--- config.mk ---
export PLATFORM = sky130hd
export DESIGN_NAME = addr_bus_arbiter
export DESIGN_NICKNAME = d
export VERILOG_FILES = /design/src/rtl/arb_pkg.sv /design/src/rtl/arb_pick.sv /design/src/rtl/arb_ctrl.sv /design/src/rtl/addr_bus_arbiter.sv
export SDC_FILE = /design/constraint.sdc
export NUM_CORES = 1
export LEC_CHECK = 0
export BUFFER_PORTS_ARGS = -buffer_cell sky130_fd_sc_hd__clkbuf_2
export CAP_MARGIN = 20
export CORE_ASPECT_RATIO = 1.1
export CORE_MARGIN = 4
export CORE_UTILIZATION = 50
export CTS_BUF_LIST = sky130_fd_sc_hd__clkbuf_4 sky130_fd_sc_hd__clkbuf_8
export CTS_CLUSTER_SIZE = 8
export DETAILED_ROUTE_END_ITERATION = 12
export GPL_TIMING_DRIVEN = 1
export PLACE_DENSITY = 0.89
export SETUP_SLACK_MARGIN = 0.2
export SYNTH_ARGS = -nofsm -noshare
export SYNTH_HDL_FRONTEND = slang
export SYNTH_SLANG_ARGS = --single-unit
--- constraint.sdc ---
create_clock -name clk -period 4.2 [get_ports clk]
set_input_delay 0.21 -clock clk [delete_from_list [all_inputs] [get_ports clk]]
set_output_delay 0.21 -clock clk [all_outputs]
set_load 0.02 [all_outputs]
--- src/rtl/arb_pkg.sv ---
package arb_pkg;
  typedef struct packed {
    logic allowGrant;
    logic allowPark;
  } arbStrobe_t;
endpackage

--- src/rtl/arb_pick.sv ---
module arb_pick
  import arb_pkg::*;
#(
  parameter int N = 7,
  parameter int LVL_W = 2,
  parameter int IDX_W = 3
) (
  input  logic                 clk,
  input  logic                 rst_n,
  input  logic [N-1:0]         req,
  input  logic [N*LVL_W-1:0]   levels,
  input  logic [IDX_W-1:0]     parkSel,
  input  arbStrobe_t           strobe,
  output logic [N-1:0]         gnt
);
  localparam logic [IDX_W-1:0] N_V = IDX_W'(N);

  logic [LVL_W-1:0] lvl [N];
  logic [IDX_W-1:0] bestIdx;
  logic [LVL_W-1:0] bestLvl;
  logic             found;
  logic [N-1:0]     winVec;
  logic [N-1:0]     parkVec;
  logic [N-1:0]     gntNext;

  for (genvar g = 0; g < N; g++) begin : g_lvl
    assign lvl[g] = levels[g*LVL_W +: LVL_W];
  end

  // strict compare in ascending index order keeps the lowest index on ties
  always_comb begin
    found   = 1'b0;
    bestIdx = '0;
    bestLvl = '0;
    for (int i = 0; i < N; i++) begin
      if (req[i] && (!found || lvl[i] > bestLvl)) begin
        found   = 1'b1;
        bestIdx = IDX_W'(i);
        bestLvl = lvl[i];
      end
    end
  end

  always_comb begin
    for (int i = 0; i < N; i++) begin
      winVec[i]  = found && (bestIdx == IDX_W'(i));
      parkVec[i] = (parkSel < N_V) && (parkSel == IDX_W'(i));
    end
  end

  always_comb begin
    if (!strobe.allowGrant) gntNext = '0;
    else if (found)         gntNext = winVec;
    else if (strobe.allowPark) gntNext = parkVec;
    else                    gntNext = '0;
  end

  always_ff @(posedge clk or negedge rst_n) begin
    if (!rst_n) gnt <= '0;
    else        gnt <= gntNext;
  end


  one_grant_chk: assert property (@(posedge clk) disable iff (!rst_n)
    $onehot0(gnt));
endmodule

--- src/rtl/arb_ctrl.sv ---
module arb_ctrl
  import arb_pkg::*;
#(
  parameter int PIPE_DEPTH = 2,
  parameter int PEND_W = 2
) (
  input  logic              clk,
  input  logic              rst_n,
  input  logic              useInternal,
  input  logic              ts,
  input  logic              aack,
  input  logic              dataDone,
  input  logic              gntAny,
  input  logic              parkEn,
  output arbStrobe_t        strobe,
  output logic              tenureOpen,
  output logic [PEND_W-1:0] pendCnt,
  output logic              modeOn
);
  localparam logic [PEND_W-1:0] DEPTH_V = PEND_W'(PIPE_DEPTH);

  logic              startEvt;
  logic              ackEvt;
  logic              doneEvt;
  logic              openNext;
  logic [PEND_W-1:0] pendNext;

  // mode capture runs only while reset is held
  always_ff @(posedge clk) begin
    if (!rst_n) modeOn <= useInternal;
  end

  assign startEvt = modeOn && !tenureOpen && ts && gntAny;
  assign ackEvt   = tenureOpen && aack;
  assign doneEvt  = dataDone && (pendCnt != '0);

  always_comb begin
    pendNext = pendCnt + PEND_W'(ackEvt) - PEND_W'(doneEvt);
    if (startEvt)    openNext = 1'b1;
    else if (ackEvt) openNext = 1'b0;
    else             openNext = tenureOpen;
    strobe.allowGrant = modeOn && !openNext && (pendNext < DEPTH_V);
    strobe.allowPark  = strobe.allowGrant && parkEn;
  end

  always_ff @(posedge clk or negedge rst_n) begin
    if (!rst_n) begin
      tenureOpen <= 1'b0;
      pendCnt    <= '0;
    end else begin
      tenureOpen <= openNext;
      pendCnt    <= pendNext;
    end
  end


  pend_limit_chk: assert property (@(posedge clk) disable iff (!rst_n)
    pendCnt <= DEPTH_V);


  stray_ack_chk: assert property (@(posedge clk) disable iff (!rst_n)
    (!tenureOpen && aack && !dataDone) |=> $stable(pendCnt));
endmodule

--- src/rtl/addr_bus_arbiter.sv ---
module addr_bus_arbiter
  import arb_pkg::*;
#(
  parameter int N_EXT = 3,
  parameter int N_INT = 4,
  parameter int LVL_W = 2,
  parameter int PIPE_DEPTH = 2,
  parameter int IDX_W = $clog2(N_EXT + N_INT + 1)
) (
  input  logic                   clk,
  input  logic                   rst_n,
  input  logic                   useInternal,
  input  logic [N_EXT-1:0]       extReq,
  input  logic [N_EXT*LVL_W-1:0] extLevelCfg,
  input  logic [N_INT-1:0]       intReq,
  input  logic [N_INT*LVL_W-1:0] intLevel,
  input  logic                   parkEn,
  input  logic [IDX_W-1:0]       parkSel,
  input  logic                   ts,
  input  logic                   aack,
  input  logic                   dataDone,
  output logic [N_EXT-1:0]       extGnt,
  output logic [N_INT-1:0]       intGnt
);
  localparam int N = N_EXT + N_INT;
  localparam int PEND_W = $clog2(PIPE_DEPTH + 1);

  arbStrobe_t        strobe;
  logic [N-1:0]      gnt;
  logic              tenureOpen;
  logic [PEND_W-1:0] pendCnt;
  logic              modeOn;
  logic [N-1:0]      reqAll;

  assign reqAll = {intReq, extReq};

  arb_ctrl #(.PIPE_DEPTH(PIPE_DEPTH), .PEND_W(PEND_W)) u_ctrl (
    .clk(clk), .rst_n(rst_n), .useInternal(useInternal), .ts(ts),
    .aack(aack), .dataDone(dataDone), .gntAny(|gnt), .parkEn(parkEn),
    .strobe(strobe), .tenureOpen(tenureOpen), .pendCnt(pendCnt),
    .modeOn(modeOn)
  );

  arb_pick #(.N(N), .LVL_W(LVL_W), .IDX_W(IDX_W)) u_pick (
    .clk(clk), .rst_n(rst_n), .req(reqAll),
    .levels({intLevel, extLevelCfg}), .parkSel(parkSel),
    .strobe(strobe), .gnt(gnt)
  );

  assign extGnt = gnt[N_EXT-1:0];
  assign intGnt = gnt[N-1:N_EXT];


  quiet_tenure_chk: assert property (@(posedge clk) disable iff (!rst_n)
    tenureOpen |-> (gnt == '0));


  regrant_chk: assert property (@(posedge clk) disable iff (!rst_n)
    (modeOn && tenureOpen && aack && (int'(pendCnt) + 1 < PIPE_DEPTH) && (|reqAll))
      |=> (|gnt));


  full_block_chk: assert property (@(posedge clk) disable iff (!rst_n)
    (int'(pendCnt) == PIPE_DEPTH) |-> (gnt == '0));


  bypass_chk: assert property (@(posedge clk) disable iff (!rst_n)
    !modeOn |-> (gnt == '0));
endmodule

# == Word-level counts from Yosys, hierarchy flattened ==
# Index checks and enable logic that the tools add are counted.
# Widths: inputs -> output; s select.
# totals
regBits,11
input_bits,31
output_inout_bits,7
word_cells,96
# classes
n_addsub,2
n_lt_le_gt_ge,8
n_eq_ne,12
mux,24
reduce_logical,46
# ops
cell,n
$logic_and 1x1->1,28
$mux 7,3
$eq 3x3->1 const B,6
$mux 2,8
$eq 3x2->1 const B,4
$gt 2x2->1,6
$mux 1,10
$mux 3,3
$logic_not 1->1,8
$reduce_or 7->1,1
$eq 3x1->1 const B,2
$logic_not 3->1,2
$logic_or 1x1->1,6
$lt 3x3->1 const B,1
$add 2x1->2,1
$lt 2x2->1 const B,1
$reduce_bool 2->1,1
$sub 2x1->2,1

# == Depth between registers and ports, before layout ==
# depth
ltp_word,29
mapped_depth,39

# == Modules after synthesis ==
# Synthesis repeated with hierarchy kept, for this count alone.
# hier_totals
cells_unflattened,136
area_unflattened_um2,1119.8
# modules_own_cells
module,n_inst,cells_per_inst,area_each_um2,seq_area_each_um2
arb_pick,1,115,875.8,175.2
arb_ctrl,1,18,229.0,105.1
addr_bus_arbiter,1,3,15.0,0.0

# == Worst setup path after synthesis ==
# OpenSTA, ideal clock, no wires.
# synth_path
path_kind,input -> register
start,input port extReq[0]
end,register u_pick.gnt[2]
setup_time_ns,0.078
arrival_time_ns,7.267
required_ns,4.122
slack_ns,-3.144
cell_stages,37
path_buffers,1
cell_sequence,buf_4 > nand2_1 > ha_1 > nor2b_1 > o311a_4 > a22o_1 > ha_1 > nor2_1 > a21oi_1 > a21oi_1 > mux2_4 > ha_1 > or2_0 > maj3_1 > a21oi_1 > o21a_2 > inv_1 > mux2_4 > ha_1 > nor2_1 > nand3_1 > a2bb2oi_1 > a221oi_2 > mux2_4 > ha_1 > nand2_1 > o21ai_0 > a21boi_1 > nand2b_1 > o31ai_1 > ha_1 > nor2b_1 > o211ai_1 > o31a_1 > nor3b_1 > nand4_1 > a21oi_1
# synth_between
elab_chain_cells,29
# synth_lines
item,line,source
from (decl),addr_bus_arbiter.sv:13,"input logic [N_EXT-1:0] extReq,"
$mux 2 or $mux 1 (tied branches),arb_pick.sv:36,if (req[i] && (!found || lvl[i] > bestLvl)) begin
$gt 2x2->1 or $logic_not 1->1 (tied branches),arb_pick.sv:36,
$logic_or 1x1->1,arb_pick.sv:36,
$logic_and 1x1->1,arb_pick.sv:36,
$mux 2 or $mux 1 (tied branches),arb_pick.sv:36,
$gt 2x2->1 or $logic_not 1->1 (tied branches),arb_pick.sv:36,
$logic_or 1x1->1,arb_pick.sv:36,
$logic_and 1x1->1,arb_pick.sv:36,
[14 not listed],n/a,
$logic_or 1x1->1,arb_pick.sv:36,
$logic_and 1x1->1,arb_pick.sv:36,
$mux 3,arb_pick.sv:36,
$eq 3x2->1,arb_pick.sv:46,winVec[i] = found && (bestIdx == IDX_W'(i));
$logic_and 1x1->1,arb_pick.sv:46,
$mux 7 (*),arb_pick.sv:53,else if (found) gntNext = winVec;
$mux 7 (*),arb_pick.sv:52,if (!strobe.allowGrant) gntNext = '0;
net u_pick.gntNext[2],arb_pick.sv:24,logic [N-1:0] gntNext;
to (signal assigned),arb_pick.sv:60,else gnt <= gntNext;
to (decl),arb_pick.sv:14,output logic [N-1:0] gnt
# Mark *: on every way through the listed nets, which the timed path passes. The rest lies on a longest branch.
# A chain may end at the register's enable or synchronous reset.

# == Worst setup path after layout ==
# layout_path
start,input port extLevelCfg[3]
end,register u_pick.gnt[1]
# layout_between
elab_chain_cells,28
# layout_lines
item,line,source
from (decl),addr_bus_arbiter.sv:14,"input logic [N_EXT*LVL_W-1:0] extLevelCfg,"
$gt 2x2->1,arb_pick.sv:36,
$logic_or 1x1->1,arb_pick.sv:36,
$logic_and 1x1->1,arb_pick.sv:36,
$mux 2 or $mux 1 (tied branches),arb_pick.sv:36,
$gt 2x2->1 or $logic_not 1->1 (tied branches),arb_pick.sv:36,
$logic_or 1x1->1,arb_pick.sv:36,
$logic_and 1x1->1,arb_pick.sv:36,
$mux 2 or $mux 1 (tied branches),arb_pick.sv:36,
[13 not listed],n/a,
$logic_or 1x1->1,arb_pick.sv:36,
$logic_and 1x1->1,arb_pick.sv:36,
$mux 3,arb_pick.sv:36,
$eq 3x1->1,arb_pick.sv:46,
$logic_and 1x1->1,arb_pick.sv:46,
$mux 7 (*),arb_pick.sv:53,
$mux 7 (*),arb_pick.sv:52,
net u_pick.gntNext[1],arb_pick.sv:24,
# Marked as above.

==> qor.yml <==
detailed_routing:
  ant_nets: 0
  firstDrtPassIters: 4
  finalWirelength_um: 4910
  dr.first_iter.drc_count: 58
  wl_per_cell_um: 20.7
  vias: 1478
  drc: 0
  viasPerCell: 6.24
worst_setup_path:
  crit_path_end_kind: "register"
  cp.required_ns: 4.41
  critPathKind: "in -> reg"
  critPathArrivalTime_ns: 7.11
  worst_setup_path_start_kind: "primary input"
  critPathMaxFanout: 6
  slowest_stage: "mux2_4"
  cpMostUsedCell: "ha_4"
  critPathTopFamily: "compound AO/OA/AOI/OAI gates"
  critPathBufInv: 3
  slowest_delay_ns: 0.34
outcome:
  run_status: "finished, violations left"
  failed_checks: "negative setup slack"
grt:
  grt_pass1_wl_um: 6140
  antenna_found_initial: 0
  grt_max_degree: 12
  overflow: 0
  grt_usage_pct: 27.5
  grt_pass1_vias: 1441
sta:
  tns_ns: -18.02
  setup_viol_count_final: 7
  tightest_slew_ns: 0.694
  hold_viol_final: 0
  maxSlewViolCount: 0
  slew_headroom_pct: 53.3
  min_period_ns: 6.90
  fin_ws_ns: -2.70
  rsz0062_at_grt: "yes"
  finalCritPeriodShare_pct: 164
  fin_skew_ns: 0.0120
  fmax_mhz: 145
  hold_ws_ns: 0.115
clock_network:
  worstSkewPairLatency_ns: 0.29
  numCtsBuffers: 3
  h-tree-depth: 1
  clockBufferDepth: 2
  cts_tree: "yes"
  cts_root_buffer: "clkbuf_4"
  path_clk_slew_ns: 0.08
  cts.sinks: 11
floorplan:
  start_util_pct: 53.3
  dieHeight_um: 56.7
  rows: 17
  die-area_um2: 2960
  fp.dieW_um: 52.3
  pin_count: 38
  core_area_um2: 2020
final_layout:
  finish.utilization_pct: 92.1
  syn_to_final_growth_pct: 72.8
  n_antenna_cell: 0
  final.fill_count: 74
  layout-drive-gt1-share_pct: 55.5
  final_nets: 252
yosys:
  ys.flop_type: "dfrtp_1"
  syn_area_um2: 1080
  synth_top_cell_area_share_pct: 23.2
  synthesis.nets: 172
  synth_seq_area_share_pct: 26.0
  synthTopCellsByCount: "inv_1 (16), nand2_1 (12), a21oi_1 (11), ha_1 (11), dfrtp_1 (10)"
  synthTopCellsByArea: "dfrtp_1 (23%), ha_1 (13%), inv_1 (5.6%)"
  yosys.area.top_type: "dfrtp_1"
  ys_ff_latch: 11
  synth_edf_count: 1
  synthArstFlopShare_pct: 90.9
  ys_types: 44
  yosysMostFrequentCell: "inv_1"
  yosys_warnings: 0
  syn_inst: 130
  syn_avg_cell_area_um2: 8.29
place:
  place_hpwl_um: 2570
  gp_congestion: 0.893
  portBuffers: 37
power_and_ir_drop:
  power.leakage_nw: 0.934
  vdd_drop_max_v: 0.000271
  design_power_total_mw: 0.623
  powerDensity_nw_per_um2: 335
hold_path:
  hold_class: "in -> reg"
job:
  drv_cap: 0
stage by stage:
stage	worst slack (ns)	std cells	cell area, um2
2_1_floorplan	-2.59	130	1210
3_3_place_gp	-2.61	219	1600
3_5_place_dp	-2.77	219	1600
4_1_cts	-2.43	231	1750
5_1_grt	-2.98	237	1860
6_report	-2.70	237	1860
worst paths after layout:
kind                                             start                          end  slack (ns)  cells past startpoint
min in group asynchronous                        rst_n  u_ctrl.tenureOpen$_DFF_PN0_        0.32                      2
hold / removal                             useInternal      u_ctrl.modeOn$_DFFE_PN_        0.11                      1
setup / recovery                        extLevelCfg[3]      u_pick.gnt[1]$_DFF_PN0_       -2.70                     38
max in group asynchronous                        rst_n      u_pick.gnt[6]$_DFF_PN0_        3.66                      2
hold reg to reg            u_ctrl.pendCnt[1]$_DFF_PN0_  u_ctrl.pendCnt[1]$_DFF_PN0_        0.55                      1
setup reg to reg           u_ctrl.pendCnt[1]$_DFF_PN0_      u_pick.gnt[1]$_DFF_PN0_        1.49                     11
cell families (layout without fill, tap and decap cells):
kind of cell / after synthesis / in the layout / share of synthesized area (%)
buffers and inverters: 18 / 97 / 6.62
AO/OA/AOI/OAI: 36 / 36 / 24.7
XOR/XNOR: 2 / 2 / 1.63
AND/OR/NAND/NOR: 48 / 48 / 23.1
flip-flops: 11 / 11 / 26.0
multiplexers: 3 / 3 / 4.18
adder cells (fa/ha/maj): 12 / 12 / 13.7
placed cells by master, fill, tap and decap left out, types with 3 or more instances in the layout:
cell type	instances
a21oi_1	6
a21oi_2	5
buf_4	38
clkbuf_2	34
clkbuf_4	4
dfrtp_1	10
ha_1	6
ha_4	5
inv_1	15
mux2_4	3
nand2_1	10
nand2b_1	4
nand3_1	3
nor2_1	4
nor2b_4	3
worst register-to-register path: cells and delay by family (launching register included):
kind                       cells  cell delay (ns)
buffers and inverters          1             0.04
DFF                            1             0.40
adders and majority gates      2             0.45
xor gates and xnor gates       2             0.30
and+or+nand+nor                3             0.63
AOI/OAI and AO/OA              3             0.78
final cells by class:
| type | count | area [um2] | share of cell area, % |
|---|---|---|---|
| clock buffer | 4 | 30.0 | 1.61 |
| tap | 28 | 35.0 | 1.88 |
| sequential | 11 | 280 | 15.1 |
| multi-input combinational | 101 | 946 | 50.8 |
| inverter | 17 | 63.8 | 3.43 |
| timing repair buffer | 76 | 507 | 27.2 |
state kept, by name, indices dropped and copies added (netlist names):
register and count:
u_pick.gnt 7, u_ctrl.tenureOpen 1, u_ctrl.pendCnt 2, u_ctrl.modeOn 1
routing by layer:
layer  routed length (um)  vias to the layer above  share of wire (%)  GRT usage (%)
met2                 2470                      133                 50           52.1
met3                  402                       51                8.2           6.10
li1                     -                      632                  -              -
met1                 1560                      662                 32           25.0
met5                    0                        -                  0              0
met4                  480                        0                9.8           17.2
what timing repair did:
item / in CTS / in global routing
pin swaps: 26 / 26
hold buffers: 1 / 0
setup endpoints to repair: 7 / 7
buffers inserted: 7 / 6
gates resized for setup: 9 / 18
hold endpoints to repair: 10 / 0
power breakdown:
part,switching [mW],internal (mW)
registers,0.0143,0.130
clock network,0.0404,0.0434
logic,0.198,0.197
Note: power is estimated with default switching activity, not from simulation.
